## src/rtl/dacctl_pkg.sv

```systemverilog
package dacctl_pkg;
  typedef enum logic [3:0] {
    CMD_WR         = 4'h0,
    CMD_UPD        = 4'h1,
    CMD_WR_UPD_ALL = 4'h2,
    CMD_WR_UPD     = 4'h3,
    CMD_PD         = 4'h4,
    CMD_PD_CHIP    = 4'h5,
    CMD_REF_INT    = 4'h6,
    CMD_REF_EXT    = 4'h7,
    CMD_NOP        = 4'hF
  } cmd_e;

  localparam logic [3:0] ADDR_ALL = 4'hF;

  typedef struct packed {
    logic wr;
    logic upd_sel;
    logic upd_all;
    logic pd_sel;
    logic pd_all;
    logic ref_int;
    logic ref_ext;
  } op_t;
endpackage

```

## src/rtl/dacctl_decode.sv

```systemverilog
module dacctl_decode
  import dacctl_pkg::*;
#(
  parameter int NCH = 8
) (
  input  logic           vld_i,
  input  logic [3:0]     cmd_i,
  input  logic [3:0]     addr_i,
  output op_t            op_o,
  output logic [NCH-1:0] hit_o
);
  logic addr_ok;

  for (genvar i = 0; i < NCH; i++) begin : g_hit
    assign hit_o[i] = (addr_i == ADDR_ALL) || (addr_i == 4'(i));
  end
  assign addr_ok = |hit_o;

  always_comb begin
    op_o = '0;
    if (vld_i) begin
      case (cmd_e'(cmd_i))
        CMD_WR:         op_o.wr = addr_ok;
        CMD_UPD:        op_o.upd_sel = addr_ok;
        CMD_WR_UPD_ALL: begin op_o.wr = addr_ok; op_o.upd_all = addr_ok; end
        CMD_WR_UPD:     begin op_o.wr = addr_ok; op_o.upd_sel = addr_ok; end
        CMD_PD:         op_o.pd_sel = addr_ok;
        CMD_PD_CHIP:    op_o.pd_all = 1'b1;
        CMD_REF_INT:    op_o.ref_int = 1'b1;
        CMD_REF_EXT:    op_o.ref_ext = 1'b1;
        default:        ;
      endcase
    end
  end
endmodule

```

## src/rtl/dacctl_chan.sv

```systemverilog
module dacctl_chan #(
  parameter int          RES      = 12,
  parameter int          SHORT    = 40,
  parameter int          LONG     = 48,
  parameter logic [RES-1:0] RST_CODE = '0,
  localparam int         DLY_W    = $clog2(LONG + 1)
) (
  input  logic           clk_i,
  input  logic           rst_ni,
  input  logic           wr_i,
  input  logic           upd_i,
  input  logic           pd_i,
  input  logic           long_i,
  input  logic [RES-1:0] data_i,
  output logic [RES-1:0] code_o,
  output logic           pd_o,
  output logic           busy_o
);
  logic [RES-1:0]   inp_q, inp_d, dac_q;
  logic             pd_q;
  logic [DLY_W-1:0] cnt_q;

  assign inp_d = wr_i ? data_i : inp_q;

  always_ff @(posedge clk_i or negedge rst_ni) begin
    if (!rst_ni) begin
      inp_q <= RST_CODE;
      dac_q <= RST_CODE;
      pd_q  <= 1'b0;
    end else begin
      inp_q <= inp_d;
      if (upd_i) dac_q <= inp_d;
      if (upd_i)     pd_q <= 1'b0;
      else if (pd_i) pd_q <= 1'b1;
    end
  end

  // wake-up timer: loads only when a powered-down channel is updated
  always_ff @(posedge clk_i or negedge rst_ni) begin
    if (!rst_ni)                cnt_q <= '0;
    else if (upd_i && pd_q)     cnt_q <= long_i ? DLY_W'(LONG) : DLY_W'(SHORT);
    else if (cnt_q != '0)       cnt_q <= cnt_q - 1'b1;
  end

  assign code_o = dac_q;
  assign pd_o   = pd_q;
  assign busy_o = (cnt_q != '0);

  AST_UPD_CLEARS_PD: assert property (@(posedge clk_i) disable iff (!rst_ni)
    upd_i |=> !pd_q);
  AST_PD_KEEPS_CODE: assert property (@(posedge clk_i) disable iff (!rst_ni)
    (pd_i && !upd_i) |=> $stable(dac_q));
  AST_BUSY_NEEDS_PD: assert property (@(posedge clk_i) disable iff (!rst_ni)
    $rose(busy_o) |-> $past(pd_q));
  AST_CNT_RANGE: assert property (@(posedge clk_i) disable iff (!rst_ni)
    cnt_q <= DLY_W'(LONG));
endmodule

```

## src/rtl/octal_dac_ctrl.sv

```systemverilog
module octal_dac_ctrl
  import dacctl_pkg::*;
#(
  parameter int RES         = 12,
  parameter int NCH         = 8,
  parameter int CLK_PER_US  = 4,
  parameter bit RST_MID     = 1'b1,
  parameter bit RST_INT_REF = 1'b1
) (
  input  logic               clk_i,
  input  logic               rst_ni,
  input  logic               word_vld_i,
  input  logic [23:0]        word_i,
  output logic [NCH*RES-1:0] code_o,
  output logic [NCH-1:0]     pd_o,
  output logic               ref_int_o,
  output logic               ref_on_o,
  output logic [NCH-1:0]     busy_o
);
  localparam int             SHORT    = 10 * CLK_PER_US;
  localparam int             LONG     = 12 * CLK_PER_US;
  localparam logic [RES-1:0] RST_CODE = RST_MID ? RES'(1) << (RES - 1) : '0;

  op_t            op;
  logic [NCH-1:0] hit;
  logic [RES-1:0] data;
  logic           long_dly, upd_any;
  logic           ref_int_q, ref_on_q;
  logic           unused_low;

  assign data       = word_i[15 -: RES];
  assign unused_low = ^word_i[15-RES:0];

  dacctl_decode #(.NCH(NCH)) u_dec (
    .vld_i (word_vld_i),
    .cmd_i (word_i[23:20]),
    .addr_i(word_i[19:16]),
    .op_o  (op),
    .hit_o (hit)
  );

  // all channels and reference off before this command => long wake-up
  assign long_dly = (&pd_o) && !ref_on_q;
  assign upd_any  = op.upd_all | op.upd_sel;

  for (genvar i = 0; i < NCH; i++) begin : g_ch
    dacctl_chan #(
      .RES(RES), .SHORT(SHORT), .LONG(LONG), .RST_CODE(RST_CODE)
    ) u_ch (
      .clk_i (clk_i),
      .rst_ni(rst_ni),
      .wr_i  (op.wr & hit[i]),
      .upd_i (op.upd_all | (op.upd_sel & hit[i])),
      .pd_i  (op.pd_all | (op.pd_sel & hit[i])),
      .long_i(long_dly),
      .data_i(data),
      .code_o(code_o[i*RES +: RES]),
      .pd_o  (pd_o[i]),
      .busy_o(busy_o[i])
    );
  end

  // ref_on low with ref_int high can only mean chip power-down turned it off
  always_ff @(posedge clk_i or negedge rst_ni) begin
    if (!rst_ni) begin
      ref_int_q <= RST_INT_REF;
      ref_on_q  <= RST_INT_REF;
    end else if (op.ref_int) begin
      ref_int_q <= 1'b1;
      ref_on_q  <= 1'b1;
    end else if (op.ref_ext) begin
      ref_int_q <= 1'b0;
      ref_on_q  <= 1'b0;
    end else if (op.pd_all) begin
      ref_on_q  <= 1'b0;
    end else if (upd_any && ref_int_q) begin
      ref_on_q  <= 1'b1;
    end
  end

  assign ref_int_o = ref_int_q;
  assign ref_on_o  = ref_on_q;

  AST_REF_ON_NEEDS_INT: assert property (@(posedge clk_i) disable iff (!rst_ni)
    ref_on_q |-> ref_int_q);
  AST_EXT_LOCKS_REF: assert property (@(posedge clk_i) disable iff (!rst_ni)
    (!ref_int_q && !op.ref_int) |=> !ref_on_q);
  AST_CHIP_DOWN: assert property (@(posedge clk_i) disable iff (!rst_ni)
    op.pd_all |=> ((&pd_o) && !ref_on_q));
  AST_IDLE_HOLDS: assert property (@(posedge clk_i) disable iff (!rst_ni)
    !word_vld_i |=> ($stable(code_o) && $stable(ref_int_o)));
endmodule

```

## config.mk

```make
export PLATFORM = sky130hd
export DESIGN_NAME = octal_dac_ctrl
export DESIGN_NICKNAME = d
export VERILOG_FILES = /design/src/rtl/dacctl_pkg.sv /design/src/rtl/dacctl_decode.sv /design/src/rtl/dacctl_chan.sv /design/src/rtl/octal_dac_ctrl.sv
export SDC_FILE = /design/constraint.sdc
export NUM_CORES = 1
export LEC_CHECK = 0
export ABC_AREA = 1
export BUFFER_PORTS_ARGS = -buffer_cell sky130_fd_sc_hd__buf_4
export CAP_MARGIN = 0
export CORE_AREA = 2 2 200 202
export DETAILED_ROUTE_END_ITERATION = 10
export DIE_AREA = 0 0 202 204
export PLACE_DENSITY = 0.59
export SYNTH_ARGS = -nofsm -noshare
export SYNTH_HDL_FRONTEND = slang
export SYNTH_SLANG_ARGS = --single-unit
```

## constraint.sdc

```tcl
create_clock -name clk_i -period 2.8 [get_ports clk_i]
set_input_delay 0.42 -clock clk_i [delete_from_list [all_inputs] [get_ports clk_i]]
set_output_delay 0.42 -clock clk_i [all_outputs]
set_load 0.02 [all_outputs]
```

==> impl_metrics.tcl, run 1 <==
set metrics [dict create \
    ys_top_cells_by_count "420 x sky130_fd_sc_hd__nand2_1, 237 x sky130_fd_sc_hd__inv_1, 232 x sky130_fd_sc_hd__dfrtp_1" \
    routabilityCongestion 0.793 \
    timing.reg2reg.worst_path_depth 6 \
    detail_route.wirelength_um 30000 \
    flow.area_growth_from_synthesis_pct 20.4 \
    min_path_cells 2 \
    timing.critical_path.arrival_ns 2.16 \
    synth.ff_latch_count 250 \
    detail_route.first_pass.iterations 5 \
    groute.usage.overall_pct 14.7 \
    finClkSkew_ns 0.0120 \
    drive_gt1_share_pct 18.0 \
    ys_async_sr_fraction_pct 100 \
    rsz0062_at_grt "false" \
    critical_path_class "reg2out" \
    clk_buf_depth 3 \
    mappedNetlistNets 1421 \
    yosys_warnings 0 \
    setup_slack_ns 0.221 \
    n_fill_cell 4035 \
    cts_tree "yes" \
    post-synth-top-area-fraction_pct 49.9 \
    routed_wire_length_per_instance_um 14.6 \
    fp.dieArea_mm2 0.0412 \
    timing.critical_path.fanout_max 6 \
    worst_slew_pin_slew_ns 0.609 \
    drt_first_iter_violations 507 \
    tritoncts.num_buffers 29 \
    netSwitchingPower_mw 4.32 \
    setup.worst_path.start "g_ch[7].u_ch.cnt_q[0]$_DFFE_PN0P_" \
    grt_antenna_before_repair 2 \
    pwr_total_mw 12.8 \
    clock_latency_on_the_worst_skew_pair_ns 0.55 \
    preCtsSetupSlack_ns 0.486 \
    htree_num_levels 1 \
    reg_to_reg_start "g_ch[0].u_ch.pd_o$_DFFE_PN0P_" \
    number_of_cells_produced_by_synthesis 1386 \
    finalCritPeriodShare_pct 92.1 \
    place.detailed.instances 2007 \
    hold_viol 0 \
    fp.coreArea_mm2 0.0392 \
    drt.antenna.violating_nets 0 \
    post-route-min-period_ns 2.58 \
    worstSetupStartpointType "flop" \
    post_detail_place_hpwl_um 21300 \
    globalRouteOverflowTotal 0 \
    clock_sinks 250 \
    p_clk_share_pct 29.7 \
    share_of_the_yosys_chip_area_belonging_to_registers_pct 53.9 \
    io_pins 141 \
    maximum_number_of_pins_on_one_net_before_global_route_repair 91 \
    floorplan.initialDensity_pct 29.7 \
    hold_path.class "in2reg" \
    overall_die_width_um 202 \
    mappedNetlistArea_mm2 0.0116 \
    p_int_mw 8.52 \
    switch_share_pct 33.6 \
    number_of_flops_mapped_to_enable_cells_by_yosys 0 \
    post_synth.cell_area_avg_um2 8.40 \
    worst_hold_startpoint "word_i[20]" \
    clkTransAtPathRegs_ns 0.06 \
    critPathCaptureType "primary output" \
    route.vias.total 8858 \
    ys_types 33 \
    final_core_util_pct 35.8 \
    first_pass_grt_wire_length_um 47900 \
    postSynth.topFlopCell "sky130_fd_sc_hd__dfrtp_1" \
    grt_pass1_vias 8678 \
    leakage_nw 7.37 \
    power.ir.vdd_worst_mv 0.477 \
    drcViolationCount 0 \
    run_status "finished clean" \
    timing.slew.headroom_pct 59.1 \
    p_seq_share_pct 40.8 \
    synth_top_area_cell "sky130_fd_sc_hd__dfrtp_1" \
    synth_area_leaders "sky130_fd_sc_hd__dfrtp_1 50%, sky130_fd_sc_hd__nand2_1 14%, sky130_fd_sc_hd__inv_1 7.6%, sky130_fd_sc_hd__dfstp_2 4.1%, sky130_fd_sc_hd__nand3_1 3.7%" \
    setup_total_negative_slack_ns 0 \
    timing.final.setup_violations 0 \
    floorplan.die.height_um 204 \
    finalNetCount 1549 \
    number_of_vias_per_cell_after_detailed_routing 4.30 \
    combinationalPowerShare_pct 29.5 \
    post_layout_nonfiller_instances 2062 \
    most_common_cell_in_the_synthesized_netlist "sky130_fd_sc_hd__nand2_1" \
    p_per_area_mw_per_mm2 916 \
    drv_slew 0 \
    rows 73 \
    max_cap_violations 0 \
    port-buffer-count 136 \
    cp.required_ns 2.38 \
    fmax_ghz 0.388 \
    clock_tree.root_cell "sky130_fd_sc_hd__clkbuf_16" \
]
-- power groups by stage --
stage	clock, mW	sequential [mW]	combinational (mW)
5_1_grt	4.10	5.36	4.31
6_report	3.82	5.23	3.79
3_5_place_dp	0	5.28	3.84
3_3_place_gp	0	5.27	3.73
2_1_floorplan	0	5.66	2.09
4_1_cts	3.93	5.24	3.86
-- layer usage --
layer,routed length [um],share of wire (%),vias up,GRT usage [%]
met5,13,0.043,-,0
met4,350,1.2,2,2.70
met3,1850,6.2,32,3.24
met2,13700,46,196,23.7
met1,14100,47,4167,20.4
li1,-,-,4461,-
-- timing repair --
| action | in CTS | in global routing |
|---|---|---|
| setup buffers | 0 | 0 |
| resized for setup | 0 | 0 |
| hold buffers | 1 | 0 |
| endpoints found under the hold margin | 30 | 0 |
-- placed cells by master (no fill, tap or decap), drive strengths merged, types with 10 or more instances in the layout --
cell type / synthesis / layout
nor3: 18 / 18
o21a: 48 / 48
inv: 245 / 246
dfrtp: 232 / 232
clkbuf: 2 / 38
a21oi: 73 / 73
o21ai: 15 / 15
nand3: 89 / 89
nand2: 448 / 448
nor2: 98 / 98
clkinv: 0 / 10
xor2: 24 / 24
dfstp: 18 / 18
buf: 51 / 149
-- cells by family after synthesis --
logic type | share of synthesized area [%]
fa+ha+maj | 0.860
xor+xnor | 2.18
buf+inv | 11.5
mux | 0.0860
simple gates | 23.9
compound gates | 7.56
flops | 53.9
-- worst max-delay path: stages, from the launching register on --
cell and delay [ns]:
sky130_fd_sc_hd__dfrtp_1 0.39, sky130_fd_sc_hd__inv_1 0.08, sky130_fd_sc_hd__ha_1 0.18, sky130_fd_sc_hd__nand2_1 0.09, sky130_fd_sc_hd__nor3_1 0.48, sky130_fd_sc_hd__inv_1 0.18, sky130_fd_sc_hd__buf_4 0.20
-- registers in the layout, indices dropped and copies added (netlist names) --
register          cells
ref_int_o             1
g_ch.u_ch.cnt_q      48
g_ch.u_ch.code_o     96
g_ch.u_ch.pd_o        8
g_ch.u_ch.inp_q      96
ref_on_o              1
-- through the flow --
step | hold WS, ns | cell area, um^2
floorplan | 0.124 | 11600
global placement | 0.310 | 13000
detailed placement | 0.307 | 13000
CTS | 0.00123 | 14000
global route | 0.000991 | 14000
finish | 0.0280 | 14000
-- path summary, 6_finish.rpt --
check | end | slack [ns]
hold / removal | ref_on_o$_DFFE_PN1P_ | 0.03
setup reg to reg | g_ch[0].u_ch.cnt_q[4]$_DFFE_PN0P_ | 1.07
hold reg to reg | g_ch[1].u_ch.code_o[11]$_DFFE_PN1N_ | 0.47
max in group asynchronous | g_ch[6].u_ch.code_o[11]$_DFFE_PN1N_ | 1.62
min in group asynchronous | g_ch[3].u_ch.cnt_q[5]$_DFFE_PN0P_ | 0.33
setup / recovery | busy_o[7] | 0.22
-- cell type report --
type | count | area, um^2 | share of cell area, %
Sequential cell | 250 | 6280 | 44.8
Multi-Input combinational cell | 838 | 4030 | 28.7
Timing Repair Buffer | 150 | 1160 | 8.28
Inverter | 245 | 920 | 6.56
Clock buffer | 38 | 810 | 5.78
Tap cell | 525 | 657 | 4.69
Clock inverter | 15 | 160 | 1.14
Antenna cell | 1 | 2.50 | 0.0179
(Power assumes the default switching activity.)
==> run 2: changes to the inputs <==
--- a/config.mk
+++ b/config.mk
@@ -8,10 +8,12 @@
 export ABC_AREA = 1
 export BUFFER_PORTS_ARGS = -buffer_cell sky130_fd_sc_hd__buf_4
 export CAP_MARGIN = 0
+export CELL_PAD_IN_SITES_DETAIL_PLACEMENT = 1
+export CELL_PAD_IN_SITES_GLOBAL_PLACEMENT = 1
 export CORE_AREA = 2 2 200 202
 export DETAILED_ROUTE_END_ITERATION = 10
 export DIE_AREA = 0 0 202 204
-export PLACE_DENSITY = 0.59
+export PLACE_DENSITY = 0.7
 export SYNTH_ARGS = -nofsm -noshare
 export SYNTH_HDL_FRONTEND = slang
 export SYNTH_SLANG_ARGS = --single-unit
==> run 2 against run 1 <==
Effect of this change: core utilization hardly changed; first-iteration DRC count is 8.3% lower; highest routed layer is now met4; combinational power is 2% higher; global-route usage is 1.8 points higher; sequential power is 0.8% higher; total power is 0.22% higher; hold slack better by 0.014 ns; non-clock buffer count is 1 higher; register-to-register slack worse by 0.03 ns.
==> impl_metrics.tcl, run 2 (synthesis results as in run 1) <==
set metrics [dict create \
    io_pins 141 \
    first_pass_grt_wire_length_um 53300 \
    max_cap_violations 0 \
    clk_buf_depth 3 \
    postLayoutCellArea_mm2 0.0140 \
    timing.critical_path.arrival_ns 2.05 \
    drt_first_iter_violations 465 \
    cts_tree "yes" \
    finalNetCount 1549 \
    drt.antenna.violating_nets 0 \
    detail_route.first_pass.iterations 4 \
    hold_viol 0 \
    rsz0062_at_grt "false" \
    clock_tree.root_cell "sky130_fd_sc_hd__clkbuf_16" \
    leakage_nw 7.36 \
    fp.coreArea_mm2 0.0392 \
    cp.required_ns 2.38 \
    drive_gt1_share_pct 18.0 \
    worstSetupStartpointType "flop" \
    final_common_cell "sky130_fd_sc_hd__nand2_1" \
    timing.reg2reg.worst_path_depth 5 \
    timing.final.setup_violations 0 \
    fp.dieArea_mm2 0.0412 \
    maximum_number_of_pins_on_one_net_before_global_route_repair 72 \
    critical_path_class "reg2out" \
    clkTransAtPathRegs_ns 0.06 \
    worst_hold_startpoint "word_i[20]" \
    routed_wire_length_per_instance_um 16.2 \
    hold_path.class "in2reg" \
    globalRouteOverflowTotal 0 \
    routabilityCongestion 0.756 \
    timing.critical_path.fanout_max 6 \
    placed_area_mm2 0.0131 \
    post-route-min-period_ns 2.47 \
    place.detailed.instances 2008 \
    flow.area_growth_from_synthesis_pct 20.3 \
    setup_total_negative_slack_ns 0 \
    floorplan.die.height_um 204 \
    clock_latency_on_the_worst_skew_pair_ns 0.55 \
    n_fill_cell 4645 \
    timing.rr.end "g_ch[2].u_ch.cnt_q[3]$_DFFE_PN0P_" \
    finalCritPeriodShare_pct 88.1 \
    route.vias.total 9101 \
    regToRegSetupSlack_ns 1.04 \
    port-buffer-count 136 \
    antenna_cells 0 \
    grt_antenna_before_repair 0 \
    floorplan.initialDensity_pct 29.7 \
    min_path_cells 2 \
    fmax_ghz 0.405 \
    timing.slew.headroom_pct 56.3 \
    worst_slew_pin_slew_ns 0.656 \
    p_per_area_mw_per_mm2 919 \
    detail_route.wirelength_um 33400 \
    drv_slew 0 \
    groute.usage.overall_pct 16.4 \
    run_status "finished clean" \
    rows 73 \
    clock_sinks 250 \
    most_frequent_cells_in_the_layout "420 x sky130_fd_sc_hd__nand2_1, 237 x sky130_fd_sc_hd__inv_1, 232 x sky130_fd_sc_hd__dfrtp_1" \
    finClkSkew_ns 0.00847 \
    grt_pass1_vias 9539 \
    critPathCaptureType "primary output" \
    pwr_total_mw 12.9 \
    postCtsSetupBuffers 0 \
    power.ir.vdd_worst_mv 0.494 \
    tritoncts.num_buffers 28 \
    reg_to_reg_start "g_ch[0].u_ch.pd_o$_DFFE_PN0P_" \
    post_layout_nonfiller_instances 2061 \
    hold_path_end "ref_on_o$_DFFE_PN1P_" \
    overall_die_width_um 202 \
    post_detail_place_hpwl_um 23900 \
    number_of_vias_per_cell_after_detailed_routing 4.42 \
    drcViolationCount 0 \
    htree_num_levels 1 \
]
[run 2: power by group]
group	switching, mW	internal, mW	total (mW)
clock	1.53	2.20	3.72
combinational	2.29	1.59	3.88
sequential	0.629	4.64	5.27
total	4.45	8.43	12.9
[run 2: final cells by class]
type	count	area, um^2	share of cell area [%]
Multi-Input combinational cell	838	4030	28.8
Sequential cell	250	6280	44.8
Inverter	245	920	6.56
Clock buffer	42	855	6.10
Tap cell	525	657	4.69
Timing Repair Buffer	151	1180	8.43
Clock inverter	10	87.6	0.625
[run 2: repair_timing]
item	4_1_cts	5_1_grt
endpoints found under the setup margin	0	1
gates resized for setup	0	1
endpoints found under the hold margin	61	0
hold buffers	1	0
[run 2: metal layers]
layer / part of all wire [%] / track usage, %
met5: 0 / 0
met4: 1.6 / 3.70
met3: 4.6 / 2.65
met2: 49 / 28.3
met1: 45 / 21.7
[run 2: worst max-delay path, cell delays in order (launching register included)]
cell,delay [ns]
sky130_fd_sc_hd__dfrtp_1,0.38
sky130_fd_sc_hd__inv_1,0.09
sky130_fd_sc_hd__ha_1,0.24
sky130_fd_sc_hd__nand3_1,0.13
sky130_fd_sc_hd__nor2_1,0.23
sky130_fd_sc_hd__nand2_1,0.22
sky130_fd_sc_hd__buf_4,0.22
[run 2: through the flow]
stage                     setup WS [ns]  hold slack [ns]  utilization (%)
after floorplan                    1.02            0.124                -
after global placement            0.505            0.449             33.3
after detailed placement          0.469            0.462             33.3
after CTS                         0.104           0.0175             35.7
after global routing              0.160           0.0278             35.8
final                             0.333           0.0422             35.8
[run 2: worst max-delay path by stage]
stage / startpoint / end / slack, ns / cells after the start
6_report: g_ch[2].u_ch.cnt_q[0]$_DFFE_PN0P_ / busy_o[2] / 0.33 / 6
3_5_place_dp: word_i[22] / g_ch[2].u_ch.code_o[9]$_DFFE_PN0N_ / 0.47 / 9
4_1_cts: g_ch[7].u_ch.cnt_q[0]$_DFFE_PN0P_ / busy_o[7] / 0.10 / 6
2_1_floorplan: g_ch[7].u_ch.cnt_q[0]$_DFFE_PN0P_ / busy_o[7] / 1.02 / 6
5_1_grt: g_ch[3].u_ch.cnt_q[0]$_DFFE_PN0P_ / busy_o[3] / 0.16 / 6
3_3_place_gp: word_i[23] / g_ch[2].u_ch.code_o[5]$_DFFE_PN0N_ / 0.50 / 9
==> run 3: changes to the inputs <==
--- a/config.mk
+++ b/config.mk
@@ -10,10 +10,11 @@
 export CAP_MARGIN = 0
 export CELL_PAD_IN_SITES_DETAIL_PLACEMENT = 1
 export CELL_PAD_IN_SITES_GLOBAL_PLACEMENT = 1
-export CORE_AREA = 2 2 200 202
+export CORE_AREA = 5 5 199 201
 export DETAILED_ROUTE_END_ITERATION = 10
-export DIE_AREA = 0 0 202 204
-export PLACE_DENSITY = 0.7
+export DIE_AREA = 0 0 204 206
+export PLACE_DENSITY = 0.68
 export SYNTH_ARGS = -nofsm -noshare
 export SYNTH_HDL_FRONTEND = slang
+export SYNTH_HIERARCHICAL = 1
 export SYNTH_SLANG_ARGS = --single-unit
==> run 3 against run 2 <==
Effect of this change: non-clock buffer count increased by 9; sequential power increased by 5.9%; fmax increased by 17%; sequential share of layout area increased by 0.99 points; setup slack improved by 0.36 ns; synthesized cell count decreased by 22%; critical endpoint is now busy_o[5]; largest cell class unchanged.
==> impl_metrics.tcl, run 3 <==
set metrics [dict create \
    post_detail_place_hpwl_um 21300 \
    synthAdderAreaFrac_pct 1.81 \
    leakage_nw 6.51 \
    synth_top_area_cell "sky130_fd_sc_hd__dfrtp_1" \
    number_of_vias_per_cell_after_detailed_routing 4.44 \
    timing.rr.end "g_ch[7].u_ch/cnt_q[4]$_DFFE_PN0P_" \
    path_delay_family "buffers and inverters" \
    drcViolationCount 0 \
    route.vias.total 7926 \
    finClkSkew_ns 0.00743 \
    hold_viol 0 \
    critical_path_depth_in_cells 4 \
    largest_stage_delay_worst_path_ns 0.35 \
    most_frequent_cells_in_the_layout "232 x sky130_fd_sc_hd__dfrtp_1, 180 x sky130_fd_sc_hd__inv_1, 165 x sky130_fd_sc_hd__nand2_1" \
    flow.area_growth_from_synthesis_pct 23.7 \
    antenna_cells 0 \
    cts_hold_buffers 1 \
    fp.coreArea_mm2 0.0374 \
    floorplan.die.height_um 206 \
    globalRouteOverflowTotal 0 \
    place.detailed.instances 1732 \
    timing.slew.headroom_pct 65.9 \
    timing.final.setup_violations 0 \
    rsz0062_at_grt "false" \
    synth_area_leaders "sky130_fd_sc_hd__dfrtp_1 52%, sky130_fd_sc_hd__mux2_2 9.8%, sky130_fd_sc_hd__inv_1 6.1%, sky130_fd_sc_hd__nand2_1 5.6%, sky130_fd_sc_hd__o21ai_2 5.1%" \
    post_layout_nonfiller_instances 1786 \
    fin_worst_hold_slack_ns 0.152 \
    routed_wire_length_per_instance_um 17.1 \
    grt_pass1_vias 8765 \
    finalNetCount 1296 \
    postLayoutCellArea_mm2 0.0137 \
    finalCritPeriodShare_pct 75.1 \
    reg_to_reg_start "g_ch[4].u_ch/pd_o$_DFFE_PN0P_" \
    p_per_area_mw_per_mm2 995 \
    port-buffer-count 136 \
    clkTransAtPathRegs_ns 0.06 \
    postSynth.topFlopCell "sky130_fd_sc_hd__dfrtp_1" \
    post_synth.cell_area_avg_um2 10.2 \
    synth.area.mux_share_pct 9.75 \
    detail_route.first_pass.iterations 4 \
    final_core_util_pct 36.7 \
    post-route-min-period_ns 2.10 \
    timing.critical_path.arrival_ns 1.68 \
    routabilityCongestion 0.772 \
    resized_after_cts 0 \
    regToRegSetupSlack_ns 1.38 \
    run_status "finished clean" \
    max_cap_violations 0 \
    groute.usage.overall_pct 14.7 \
    ys_async_sr_fraction_pct 100 \
    rows 71 \
    placed_area_mm2 0.0127 \
    mappedNetlistNets 1130 \
    clock_tree.root_cell "sky130_fd_sc_hd__clkbuf_16" \
    detail_route.wirelength_um 30600 \
    floorplan.initialDensity_pct 29.6 \
    timing.reg2reg.worst_path_depth 6 \
    n_fill_cell 4283 \
    clock_sinks 250 \
    fp.dieArea_mm2 0.0420 \
    postCtsSetupBuffers 0 \
    hold_path.class "in2reg" \
    cts_tree "yes" \
    synth-simple-area-share_pct 13.5 \
    cp.required_ns 2.38 \
    critical_path_class "reg2out" \
    worst_slew_pin_slew_ns 0.512 \
    final_common_cell "sky130_fd_sc_hd__dfrtp_1" \
    share_of_the_yosys_chip_area_belonging_to_registers_pct 56.6 \
    fmax_ghz 0.476 \
    yosys.area_share.xor_xnor_pct 0 \
    mappedNetlistArea_mm2 0.0111 \
    io_pins 141 \
    worstSetupStartpointType "flop" \
    grt_antenna_before_repair 0 \
    post-synth-top-area-fraction_pct 52.4 \
    power.ir.vdd_worst_mv 0.508 \
    first_pass_grt_wire_length_um 49200 \
    critical_path.n_buffers_inverters 2 \
    synth_compound_gate_area_share_pct 10.2 \
    ys_types 25 \
    number_of_cells_produced_by_synthesis 1087 \
    setup_slack_ns 0.697 \
    timing.critical_path.fanout_max 7 \
    drt_first_iter_violations 292 \
    yosys_warnings 6 \
    crit_end "busy_o[5]" \
    setup.worst_path.start "g_ch[5].u_ch/cnt_q[0]$_DFFE_PN0P_" \
    number_of_flops_mapped_to_enable_cells_by_yosys 0 \
    most_common_cell_in_the_synthesized_netlist "sky130_fd_sc_hd__dfrtp_1" \
    setup_total_negative_slack_ns 0 \
    clk_buf_depth 3 \
    overall_die_width_um 204 \
    clock_latency_on_the_worst_skew_pair_ns 0.55 \
    synth_top_family_by_area "simple AND/OR/NAND/NOR gates" \
    maximum_number_of_pins_on_one_net_before_global_route_repair 94 \
    critical_path.slowest_cell "sky130_fd_sc_hd__dfrtp_1" \
    pwr_total_mw 13.6 \
    drt.antenna.violating_nets 0 \
    preCtsSetupSlack_ns 0.506 \
    drv_slew 0 \
    critPathCaptureType "primary output" \
    cell_chain_of_the_critical_path "inv_1, ha_1, nand3_1, buf_4" \
    ys_top_cells_by_count "232 x sky130_fd_sc_hd__dfrtp_1, 180 x sky130_fd_sc_hd__inv_1, 165 x sky130_fd_sc_hd__nand2_1" \
    synth.ff_latch_count 250 \
    drive_gt1_share_pct 32.2 \
    tritoncts.num_buffers 29 \
    htree_num_levels 1 \
]
## run 3: routing by layer
layer	part of all wire [%]	global-route usage [%]	vias up
met5	0	0	-
met4	1.5	3.02	0
met3	5.9	3.97	31
met2	46	24.1	124
met1	46	19.9	3940
li1	-	-	3831
## run 3: worst reg2reg max path: cells and delay by family, from the launching register on
kind | cells | cell delay [ns]
buf+inv | 1 | 0.21
compound gates | 1 | 0.12
flops | 1 | 0.50
simple gates | 4 | 0.52
## run 3: report_power, final
part           internal, mW  total (mW)  switching, mW
clock network          2.29        3.81           1.52
registers              4.85        5.58          0.724
logic                  1.86        4.25           2.39
total                  9.01        13.6           4.64
## run 3: cell families after synthesis
kind of cell,after synthesis
flops,250
compound gates,177
fa+ha+maj,16
buf+inv,208
simple gates,340
mux,96
## run 3: area by class of cell
type / instances / area [um^2] / area share [%]
flip-flops and latches: 250 / 6280 / 45.8
multi-input cells: 629 / 3910 / 28.5
repair buffers: 160 / 1250 / 9.11
clock buffers: 44 / 822 / 6.00
inverters: 183 / 687 / 5.01
well taps: 511 / 639 / 4.66
clock inverters: 9 / 129 / 0.940
## run 3: worst min path at each step
| stage | startpoint | end | slack [ns] | depth (start not counted) |
|---|---|---|---|---|
| 2_1_floorplan | rst_ni | g_ch[0].u_ch/cnt_q[0]$_DFFE_PN0P_ | 0.12 | 0 |
| 3_3_place_gp | rst_ni | g_ch[6].u_ch/cnt_q[2]$_DFFE_PN0P_ | 0.23 | 1 |
| 3_5_place_dp | rst_ni | g_ch[6].u_ch/cnt_q[2]$_DFFE_PN0P_ | 0.23 | 1 |
| 4_1_cts | word_i[20] | ref_on_o$_DFFE_PN1P_ | 0.13 | 4 |
| 5_1_grt | word_i[20] | ref_on_o$_DFFE_PN1P_ | 0.16 | 4 |
| 6_report | word_i[20] | ref_on_o$_DFFE_PN1P_ | 0.15 | 4 |
